==> config.mk <==
export PLATFORM = sky130hd
export DESIGN_NAME = acc_alu
export DESIGN_NICKNAME = d
export VERILOG_FILES = /design/src/rtl/alu_pkg.sv /design/src/rtl/alu_ctrl.sv /design/src/rtl/alu_dpath.sv /design/src/rtl/acc_alu.sv
export SDC_FILE = /design/constraint.sdc
export NUM_CORES = 1
export LEC_CHECK = 0
export BUFFER_PORTS_ARGS = -buffer_cell sky130_fd_sc_hd__buf_2
export CAP_MARGIN = 20
export CORE_ASPECT_RATIO = 0.9
export CORE_UTILIZATION = 48
export CTS_BUF_LIST = sky130_fd_sc_hd__clkbuf_16
export DETAILED_ROUTE_END_ITERATION = 16
export GPL_TIMING_DRIVEN = 0
export PLACE_DENSITY = 0.77
export SLEW_MARGIN = 5
export SYNTH_ARGS = -nofsm -noshare
export SYNTH_HDL_FRONTEND = slang
export SYNTH_SLANG_ARGS = --single-unit
export TNS_END_PERCENT = 10
==> constraint.sdc <==
create_clock -name clk -period 2.7 [get_ports clk]
set_input_delay 0.675 -clock clk [delete_from_list [all_inputs] [get_ports clk]]
set_output_delay 0.675 -clock clk [all_outputs]
set_load 0.02 [all_outputs]
==> src/rtl/alu_pkg.sv <==
package alu_pkg;

  typedef enum logic [4:0] {
    OP_NOP  = 5'd0,  OP_ADC  = 5'd1,  OP_SBC  = 5'd2,  OP_CMPA = 5'd3,
    OP_CMPX = 5'd4,  OP_CMPY = 5'd5,  OP_BIT  = 5'd6,  OP_AND  = 5'd7,
    OP_OR   = 5'd8,  OP_EOR  = 5'd9,  OP_TAX  = 5'd10, OP_TAY  = 5'd11,
    OP_TXA  = 5'd12, OP_TYA  = 5'd13, OP_TSX  = 5'd14, OP_TXS  = 5'd15,
    OP_CLC  = 5'd16, OP_SEC  = 5'd17, OP_CLD  = 5'd18, OP_SED  = 5'd19,
    OP_CLI  = 5'd20, OP_SEI  = 5'd21, OP_CLV  = 5'd22
  } aluOp_e;

  typedef enum logic [1:0] {DST_A = 2'd0, DST_X = 2'd1, DST_Y = 2'd2, DST_S = 2'd3} dest_e;
  typedef enum logic [1:0] {LHS_A, LHS_X, LHS_Y, LHS_S} lhs_e;
  typedef enum logic [2:0] {OUT_SUM, OUT_AND, OUT_OR, OUT_EOR, OUT_PASS} outSrc_e;
  typedef enum logic [1:0] {FS_C, FS_D, FS_I, FS_V} flagSel_e;

  localparam int ST_N = 7;
  localparam int ST_V = 6;
  localparam int ST_D = 3;
  localparam int ST_I = 2;
  localparam int ST_Z = 1;
  localparam int ST_C = 0;

  typedef struct packed {
    lhs_e     lhsSel;
    outSrc_e  outSrc;
    logic     invMem;
    logic     useCarry;
    logic     carryForce;
    logic     ldNZ;
    logic     ldC;
    logic     ldV;
    logic     bitTest;
    logic     wrRes;
    dest_e    dest;
    logic     flagWr;
    flagSel_e flagSel;
    logic     flagVal;
  } strobe_t;

endpackage

==> src/rtl/alu_ctrl.sv <==
module alu_ctrl
  import alu_pkg::*;
(
  input  aluOp_e  opCode,
  output strobe_t stb
);

  always_comb begin
    stb = '0;
    case (opCode)
      OP_ADC: begin
        stb.useCarry = 1'b1; stb.ldNZ = 1'b1; stb.ldC = 1'b1; stb.ldV = 1'b1;
        stb.wrRes = 1'b1; stb.dest = DST_A;
      end
      OP_SBC: begin
        stb.invMem = 1'b1; stb.useCarry = 1'b1;
        stb.ldNZ = 1'b1; stb.ldC = 1'b1; stb.ldV = 1'b1;
        stb.wrRes = 1'b1; stb.dest = DST_A;
      end
      OP_CMPA, OP_CMPX, OP_CMPY: begin
        stb.lhsSel = (opCode == OP_CMPX) ? LHS_X :
                     (opCode == OP_CMPY) ? LHS_Y : LHS_A;
        stb.invMem = 1'b1; stb.carryForce = 1'b1;
        stb.ldNZ = 1'b1; stb.ldC = 1'b1;
      end
      OP_BIT: begin
        stb.outSrc = OUT_AND; stb.bitTest = 1'b1;
      end
      OP_AND, OP_OR, OP_EOR: begin
        stb.outSrc = (opCode == OP_AND) ? OUT_AND :
                     (opCode == OP_OR)  ? OUT_OR  : OUT_EOR;
        stb.ldNZ = 1'b1; stb.wrRes = 1'b1; stb.dest = DST_A;
      end
      OP_TAX: begin
        stb.outSrc = OUT_PASS; stb.lhsSel = LHS_A; stb.ldNZ = 1'b1;
        stb.wrRes = 1'b1; stb.dest = DST_X;
      end
      OP_TAY: begin
        stb.outSrc = OUT_PASS; stb.lhsSel = LHS_A; stb.ldNZ = 1'b1;
        stb.wrRes = 1'b1; stb.dest = DST_Y;
      end
      OP_TXA: begin
        stb.outSrc = OUT_PASS; stb.lhsSel = LHS_X; stb.ldNZ = 1'b1;
        stb.wrRes = 1'b1; stb.dest = DST_A;
      end
      OP_TYA: begin
        stb.outSrc = OUT_PASS; stb.lhsSel = LHS_Y; stb.ldNZ = 1'b1;
        stb.wrRes = 1'b1; stb.dest = DST_A;
      end
      OP_TSX: begin
        stb.outSrc = OUT_PASS; stb.lhsSel = LHS_S; stb.ldNZ = 1'b1;
        stb.wrRes = 1'b1; stb.dest = DST_X;
      end
      OP_TXS: begin
        stb.outSrc = OUT_PASS; stb.lhsSel = LHS_X;
        stb.wrRes = 1'b1; stb.dest = DST_S;
      end
      OP_CLC: begin stb.flagWr = 1'b1; stb.flagSel = FS_C; stb.flagVal = 1'b0; end
      OP_SEC: begin stb.flagWr = 1'b1; stb.flagSel = FS_C; stb.flagVal = 1'b1; end
      OP_CLD: begin stb.flagWr = 1'b1; stb.flagSel = FS_D; stb.flagVal = 1'b0; end
      OP_SED: begin stb.flagWr = 1'b1; stb.flagSel = FS_D; stb.flagVal = 1'b1; end
      OP_CLI: begin stb.flagWr = 1'b1; stb.flagSel = FS_I; stb.flagVal = 1'b0; end
      OP_SEI: begin stb.flagWr = 1'b1; stb.flagSel = FS_I; stb.flagVal = 1'b1; end
      OP_CLV: begin stb.flagWr = 1'b1; stb.flagSel = FS_V; stb.flagVal = 1'b0; end
      default: stb = '0;
    endcase
  end

endmodule

==> src/rtl/alu_dpath.sv <==
module alu_dpath
  import alu_pkg::*;
#(
  parameter int DATA_W = 8
) (
  input  logic              clk,
  input  logic              rstN,
  input  logic              opValid,
  input  strobe_t           stb,
  input  logic [DATA_W-1:0] accIn,
  input  logic [DATA_W-1:0] xIn,
  input  logic [DATA_W-1:0] yIn,
  input  logic [DATA_W-1:0] spIn,
  input  logic [DATA_W-1:0] memIn,
  output logic [DATA_W-1:0] resultOut,
  output logic [1:0]        destOut,
  output logic              wrEnOut,
  output logic              doneOut,
  output logic [7:0]        statusOut
);

  localparam int MSB = DATA_W - 1;

  logic nQ, vQ, dQ, iQ, zQ, cQ;
  logic [DATA_W-1:0] lhs, memOp, resNxt;
  logic [DATA_W:0]   sumW;
  logic              cin, sumOvf;
  logic              nNxt, vNxt, dNxt, iNxt, zNxt, cNxt;

  always_comb begin
    case (stb.lhsSel)
      LHS_X:   lhs = xIn;
      LHS_Y:   lhs = yIn;
      LHS_S:   lhs = spIn;
      default: lhs = accIn;
    endcase
  end

  assign memOp  = stb.invMem ? ~memIn : memIn;
  assign cin    = stb.useCarry ? cQ : stb.carryForce;
  assign sumW   = {1'b0, lhs} + {1'b0, memOp} + {{DATA_W{1'b0}}, cin};
  assign sumOvf = (lhs[MSB] == memOp[MSB]) && (sumW[MSB] != lhs[MSB]);

  always_comb begin
    case (stb.outSrc)
      OUT_AND:  resNxt = lhs & memIn;
      OUT_OR:   resNxt = lhs | memIn;
      OUT_EOR:  resNxt = lhs ^ memIn;
      OUT_PASS: resNxt = lhs;
      default:  resNxt = sumW[MSB:0];
    endcase
  end

  always_comb begin
    nNxt = nQ; vNxt = vQ; dNxt = dQ; iNxt = iQ; zNxt = zQ; cNxt = cQ;
    if (stb.ldNZ) begin
      nNxt = resNxt[MSB];
      zNxt = (resNxt == '0);
    end
    if (stb.ldC) cNxt = sumW[DATA_W];
    if (stb.ldV) vNxt = sumOvf;
    if (stb.bitTest) begin
      nNxt = memIn[MSB];
      vNxt = memIn[MSB-1];
      zNxt = (resNxt == '0);
    end
    if (stb.flagWr) begin
      case (stb.flagSel)
        FS_C:    cNxt = stb.flagVal;
        FS_D:    dNxt = stb.flagVal;
        FS_I:    iNxt = stb.flagVal;
        default: vNxt = stb.flagVal;
      endcase
    end
  end

  always_ff @(posedge clk or negedge rstN) begin
    if (!rstN) begin
      {nQ, vQ, dQ, zQ, cQ} <= '0;
      iQ        <= 1'b1;
      resultOut <= '0;
      destOut   <= DST_A;
      wrEnOut   <= 1'b0;
      doneOut   <= 1'b0;
    end else begin
      doneOut <= opValid;
      wrEnOut <= opValid && stb.wrRes;
      if (opValid) begin
        {nQ, vQ, dQ, iQ, zQ, cQ} <= {nNxt, vNxt, dNxt, iNxt, zNxt, cNxt};
        resultOut <= resNxt;
        destOut   <= stb.dest;
      end
    end
  end

  assign statusOut = {nQ, vQ, 2'b00, dQ, iQ, zQ, cQ};


  idle_hold_chk: assert property (@(posedge clk) disable iff (!rstN)
    !opValid |=> ($stable(statusOut) && !doneOut && !wrEnOut));


  wr_done_chk: assert property (@(posedge clk) disable iff (!rstN)
    wrEnOut |-> doneOut);


  dflag_hold_chk: assert property (@(posedge clk) disable iff (!rstN)
    (opValid && !(stb.flagWr && stb.flagSel == FS_D)) |=> $stable(dQ));


  cmp_carry_chk: assert property (@(posedge clk) disable iff (!rstN)
    (opValid && stb.ldC && !stb.wrRes) |=> (cQ == ($past(lhs) >= $past(memIn))));


  bit_nv_chk: assert property (@(posedge clk) disable iff (!rstN)
    (opValid && stb.bitTest) |=> (nQ == $past(memIn[MSB]) && vQ == $past(memIn[MSB-1]) && $stable(cQ)));

endmodule

==> src/rtl/acc_alu.sv <==
module acc_alu
  import alu_pkg::*;
#(
  parameter int DATA_W = 8
) (
  input  logic              clk,
  input  logic              rstN,
  input  logic              opValid,
  input  logic [4:0]        opCode,
  input  logic [DATA_W-1:0] accIn,
  input  logic [DATA_W-1:0] xIn,
  input  logic [DATA_W-1:0] yIn,
  input  logic [DATA_W-1:0] spIn,
  input  logic [DATA_W-1:0] memIn,
  output logic [DATA_W-1:0] resultOut,
  output logic [1:0]        destOut,
  output logic              wrEnOut,
  output logic              doneOut,
  output logic [7:0]        statusOut
);

  strobe_t stb;

  alu_ctrl u_ctrl (
    .opCode (aluOp_e'(opCode)),
    .stb    (stb)
  );

  alu_dpath #(.DATA_W(DATA_W)) u_dpath (
    .clk       (clk),
    .rstN      (rstN),
    .opValid   (opValid),
    .stb       (stb),
    .accIn     (accIn),
    .xIn       (xIn),
    .yIn       (yIn),
    .spIn      (spIn),
    .memIn     (memIn),
    .resultOut (resultOut),
    .destOut   (destOut),
    .wrEnOut   (wrEnOut),
    .doneOut   (doneOut),
    .statusOut (statusOut)
  );

endmodule

==> metrics, run 1 <==
failing checks=setup timing; hold_ws=0.345 ns; Pre-antenna DRT Iters=5; Mapped Area=2400 um2; Final nets=480; max_slew headroom=0.424; switching share of power=0.392; Routability Congestion=0.885; Critical Path RT=2.84 ns; via count=2,837; largest net degree at the start of global routing=19; Hold-fix buffers, CTS=0; PD cells=430 nW/um2; Logic pwr share=0.572; Max Slew Vio Count=0; ys flop type=dfrtp_1; CTS HTree Levels=1; commonest non-fill, non-tap cell in the layout=buf_2; hold crit path type=in -> async; Max FO, Critical Path=6; first-pass GRT wire length=12,500 um; Residual DRC=0; wire length on met2=3990 um; final setup margin=-0.711 ns; path depth of the worst reg2reg path=13; sequential fraction of design power=0.233; YS warnings=0; Routed Antenna Nets=0; vias per inst=6.02; Metal-1 WL=3410 um; initial drt markers=292; io pins=68; R2R Path Start=u_dpath.cQ; initial antenna violation count=0; DR top layer=met4; Internal Pwr Total=923 uW; Syn Inst Count=305; Period minus WS final=3.41 ns; # setup viols final=11; Startpoint Class=input port; CTS tree=built; Die Width=76.5 um; n_diodes=0; Max clock buf depth=2; f_max=293 MHz; vias in the first global route=2,584; chip height=69.0 um; DP Wirelength=5530 um; R2R setup slack=-0.39 ns; most frequent cells in the layout=63 x buf_2, 35 x buf_4, 26 x nor2_1; post-synthesis cell type count=63; Overflow after GRT=0; filler instances=356; Post-Place Setup Slack=-1.31 ns; Slew @ Worst Pin=0.853 ns; share of layout cells above drive strength 1=0.438; clk root buf=clkbuf_16; max-cap viol count=0; sequential area share after synthesis=0.189; Initial Util=0.496; routed wl met3=715 um; NetSw=596 uW; FP Rows=24; crit path DAT=3.55 ns; crit share post-route=1.26; CP Class=in -> reg; ys async rst share=1.00; RSZ-0062 raised after global routing=yes; RR Endpoint=u_dpath.resultOut[6]; port bufs=63; mean post-synth cell area=7.86 um2; leak pwr=0.00165 uW; crit end category=flip-flop; CTS Sinks=18; Seq cells post-synth=18; Clk pwr share=0.196; Clk Latency, worst-skew pair=0.25 ns; P&R area growth vs syn=47.4%; All-Layer GR Usage=0.299; total CTS buffers=3; Clock transition at path regs=0.05 ns; Final Skew=0.00126 ns; EDFF count, synth=0; core box area=4830 um2; status=finished with violations; Die ar.=5280 um2; DR WL/cell=17.9 um; Worst VDD drop=0.276 mV; routed wire length=8440 um; final hold vios=0
-- final cells by class --
type,count,area (um2),area share
Buffer,22,210,0.0595
Timing Repair Buffer,96,602,0.170
Tap cell,65,81.3,0.0230
Clock buffer,3,75.1,0.0213
Multi-Input combinational cell,241,2000,0.567
Inverter,25,105,0.0298
Clock inverter,1,3.75,0.00106
Sequential cell,18,452,0.128
-- critical path, cell delays in order --
cell and delay, ns:
buf_12 0.09, buf_8 0.10, buf_8 0.12, inv_8 0.05
nor2_4 0.11, nand2_2 0.08, a311oi_4 0.36, fa_2 0.33
inv_2 0.05, fa_2 0.42, buf_6 0.14, nand2b_4 0.14
a21oi_4 0.13, o31a_1 0.22, xnor2_2 0.14, o21ai_2 0.11
mux2_4 0.28
-- how the worst max path moves through the flow --
stage,from,endpoint,depth (start not counted),slack [ns]
after CTS,opCode[2],u_dpath.zQ,16,-0.57
final,opCode[1],u_dpath.resultOut[6],17,-0.71
after global routing,opCode[0],u_dpath.resultOut[6],15,-0.78
after global placement,opCode[2],u_dpath.zQ,12,-1.22
after detailed placement,opCode[2],u_dpath.zQ,12,-1.31
after floorplan,opCode[1],u_dpath.resultOut[6],17,-0.62
-- synthesized netlist by cell type, types with 6 or more instances --
library cell,instances,area share
a21oi_1,26,0.054
a31oi_1,10,0.026
buf_4,9,0.028
clkbuf_1,6,0.0094
dfrtp_1,17,0.18
ha_1,23,0.12
inv_1,24,0.038
nand2_1,17,0.027
nand2b_1,7,0.018
nand3_1,16,0.033
nor2_1,27,0.042
nor2b_1,6,0.016
nor3_1,7,0.015
o21ai_0,13,0.027
xnor2_1,11,0.040
-- metrics by stage --
stage / utilization / power [uW] / instance area, um2 / TNS, ns / std cells
finish: 0.731 / 1520 / 3530 / -5.21 / 471
global route: 0.731 / 1600 / 3530 / -6.32 / 471
CTS: 0.691 / 1430 / 3340 / -3.65 / 461
detailed placement: 0.600 / 1030 / 2900 / -11.19 / 435
global placement: 0.599 / 1020 / 2890 / -10.76 / 434
floorplan: - / 835 / 2500 / -4.31 / 306
-- flip-flops by register name (all words and copies together), names as in the netlist --
register and flops:
u_dpath.nQ 1, u_dpath.vQ 1, u_dpath.doneOut 1, u_dpath.iQ 1, u_dpath.cQ 1, u_dpath.dQ 1, u_dpath.resultOut 8, u_dpath.zQ 1
u_dpath.destOut 2, u_dpath.wrEnOut 1
-- layer usage --
| layer | vias up | GRT usage |
|---|---|---|
| met5 | - | 0 |
| met4 | 0 | 0.118 |
| met3 | 42 | 0.0623 |
| met2 | 190 | 0.499 |
| met1 | 1306 | 0.375 |
| li1 | 1299 | - |
-- repair_timing --
action                                  CTS  global route
gates resized for setup                  40            22
setup buffers                            22            12
pin swaps                                30            25
endpoints found under the setup margin   12            11
-- power by group through the flow --
stage	registers [uW]	clock network, uW	logic [uW]
global placement	356	0	662
detailed placement	357	0	672
global route	361	309	930
finish	353	297	869
floorplan	393	0	442
CTS	354	300	777
-- cells by family (layout without fill, tap and decap cells) --
family | count (synthesis) | after routing | synth area share
other | 1 | 2 | 0.00157
buffers and inverters | 47 | 147 | 0.0987
AOI/OAI and AO/OA | 89 | 89 | 0.258
adders and majority gates | 25 | 25 | 0.137
muxes | 9 | 9 | 0.0413
and+or+nand+nor | 104 | 104 | 0.231
xor gates and xnor gates | 12 | 12 | 0.0439
DFF | 18 | 18 | 0.189
Power figures use the tool's default switching activity.
==> run 2, diff against run 1 <==
--- a/config.mk
+++ b/config.mk
@@ -8,12 +8,12 @@
 export BUFFER_PORTS_ARGS = -buffer_cell sky130_fd_sc_hd__buf_2
 export CAP_MARGIN = 20
 export CORE_ASPECT_RATIO = 0.9
-export CORE_UTILIZATION = 48
-export CTS_BUF_LIST = sky130_fd_sc_hd__clkbuf_16
+export CORE_UTILIZATION = 49
+export CTS_BUF_LIST = sky130_fd_sc_hd__clkbuf_8
 export DETAILED_ROUTE_END_ITERATION = 16
 export GPL_TIMING_DRIVEN = 0
-export PLACE_DENSITY = 0.77
-export SLEW_MARGIN = 5
+export PLACE_DENSITY = 0.79
+export SLEW_MARGIN = 10
 export SYNTH_ARGS = -nofsm -noshare
 export SYNTH_HDL_FRONTEND = slang
 export SYNTH_SLANG_ARGS = --single-unit
==> run 2 against run 1 <==
  * The flow still finishes with violations (setup timing)
  * First-iteration DRC count is 22% lower
  * Sequential cell count stayed put
  * Sequential power hardly changed
  * Register-to-register slack better by 0.09 ns
  * Core utilization is 4.1 points higher
==> metrics, run 2 (same netlist as run 1, synthesis figures left out) <==
All-Layer GR Usage=0.321; Clk pwr share=0.133; initial drt markers=227; f_max=303 MHz; RSZ-0062 raised after global routing=yes; switching share of power=0.421; CP Class=in -> reg; Final Skew=0.00470 ns; failing checks=setup timing; status=finished with violations; Overflow after GRT=0; via count=2,878; Final Util=0.771; Clock transition at path regs=0.07 ns; io pins=68; Worst VDD drop=0.218 mV; Max FO, Critical Path=6; Critical Path RT=2.86 ns; share of layout cells above drive strength 1=0.461; Final nets=480; final hold vios=0; Slew @ Worst Pin=0.971 ns; chip height=68.3 um; CTS Sinks=18; initial antenna violation count=0; leak pwr=0.00163 uW; PD cells=401 nW/um2; core box area=4580 um2; Routed Antenna Nets=0; Metal-1 WL=3550 um; Die Width=75.7 um; Die ar.=5170 um2; filler instances=296; CTS tree=built; routed wl met3=708 um; DP Wirelength=5520 um; first-pass GRT wire length=12,100 um; Biggest register=u_dpath.resultOut; port bufs=63; Residual DRC=0; clk root buf=clkbuf_8; Post-Place Setup Slack=-1.32 ns; largest net degree at the start of global routing=19; Period minus WS final=3.30 ns; NetSw=595 uW; biggest regs=u_dpath.resultOut: 8 flops, u_dpath.destOut: 2 flops; FP Rows=23; Routability Congestion=0.936; crit share post-route=1.22; DR WL/cell=18.8 um; routed wire length=8790 um; total CTS buffers=3; DR top layer=met4; Pre-antenna DRT Iters=5; Logic pwr share=0.617; final setup margin=-0.597 ns; Layout Cells excl Fill=468; post-route setup TNS=-4.26 ns; vias in the first global route=2,602; most frequent cells in the layout=62 x buf_2, 39 x buf_4, 24 x nor2_1; sequential fraction of design power=0.250; CTS HTree Levels=1; hold crit path type=in -> async; dpl cells=431; vias per inst=6.15; Max Slew Vio Count=0; wire length on met2=4180 um; max FFs per register=8; Startpoint Class=input port; commonest non-fill, non-tap cell in the layout=buf_2; Max clock buf depth=2; Clk Latency, worst-skew pair=0.26 ns; crit path DAT=3.45 ns; max_slew headroom=0.343; Internal Pwr Total=819 uW; Initial Util=0.524; max-cap viol count=0; hold_ws=0.339 ns; crit end category=flip-flop; n_diodes=0; Hold-fix buffers, CTS=0; P&R area growth vs syn=47.3%; # setup viols final=11
run 2: changes by cell type in the layout (fill, tap and decap cells not counted), sizes merged:
cell,before,now
clkinv,1,0
clkinvlp,1,2
run 2: metrics by stage:
step / power (uW) / cell area, um2
2_1_floorplan: 835 / 2500
3_3_place_gp: 1020 / 2890
3_5_place_dp: 1030 / 2900
4_1_cts: 1320 / 3340
5_1_grt: 1490 / 3530
6_report: 1410 / 3530
run 2: layer usage:
layer	vias up	GRT usage
li1	1308	-
met1	1356	0.382
met2	173	0.571
met3	41	0.0677
met4	0	0.106
met5	-	0
run 2: power by group through the flow:
stage	clock network [uW]	registers (uW)	logic, uW
3_5_place_dp	0	357	675
3_3_place_gp	0	356	660
4_1_cts	190	353	779
6_report	187	354	873
2_1_floorplan	0	393	442
5_1_grt	201	358	934
run 2: worst max-delay path: stages:
cell and delay [ns]:
buf_12 0.11, buf_8 0.13, mux2_1 0.34, a22oi_2 0.35
a31oi_4 0.20, ha_1 0.27, a2111oi_2 0.33, nand2_1 0.10
o21ai_2 0.24, mux2i_2 0.12, or2_1 0.25, o41ai_2 0.34
run 2: timing repair:
item / in CTS / in global routing
setup buffers: 25 / 8
resized for setup: 40 / 24
endpoints found under the setup margin: 12 / 11
pin swaps: 33 / 13
run 2: final timing paths:
check	startpoint	endpoint	slack, ns	cells after the start
hold / removal	rstN	u_dpath.resultOut[7]	0.34	1
setup reg to reg	u_dpath.cQ	u_dpath.zQ	-0.30	12
max in group asynchronous	rstN	u_dpath.iQ	2.04	1
setup / recovery	opCode[1]	u_dpath.zQ	-0.60	12
min in group clk	u_dpath.resultOut[7]	u_dpath.resultOut[7]	0.50	1
hold reg to reg	u_dpath.resultOut[7]	u_dpath.resultOut[7]	0.50	1
run 2: area by class of cell:
cell class,instances,area [um2],share of cell area
multi-input combinational,241,2040,0.577
timing repair buffer,96,602,0.171
sequential,18,452,0.128
buffer,22,210,0.0596
inverter,25,106,0.0301
tap,62,77.6,0.0220
clock buffer,3,41.3,0.0117
clock inverter,1,3.75,0.00106
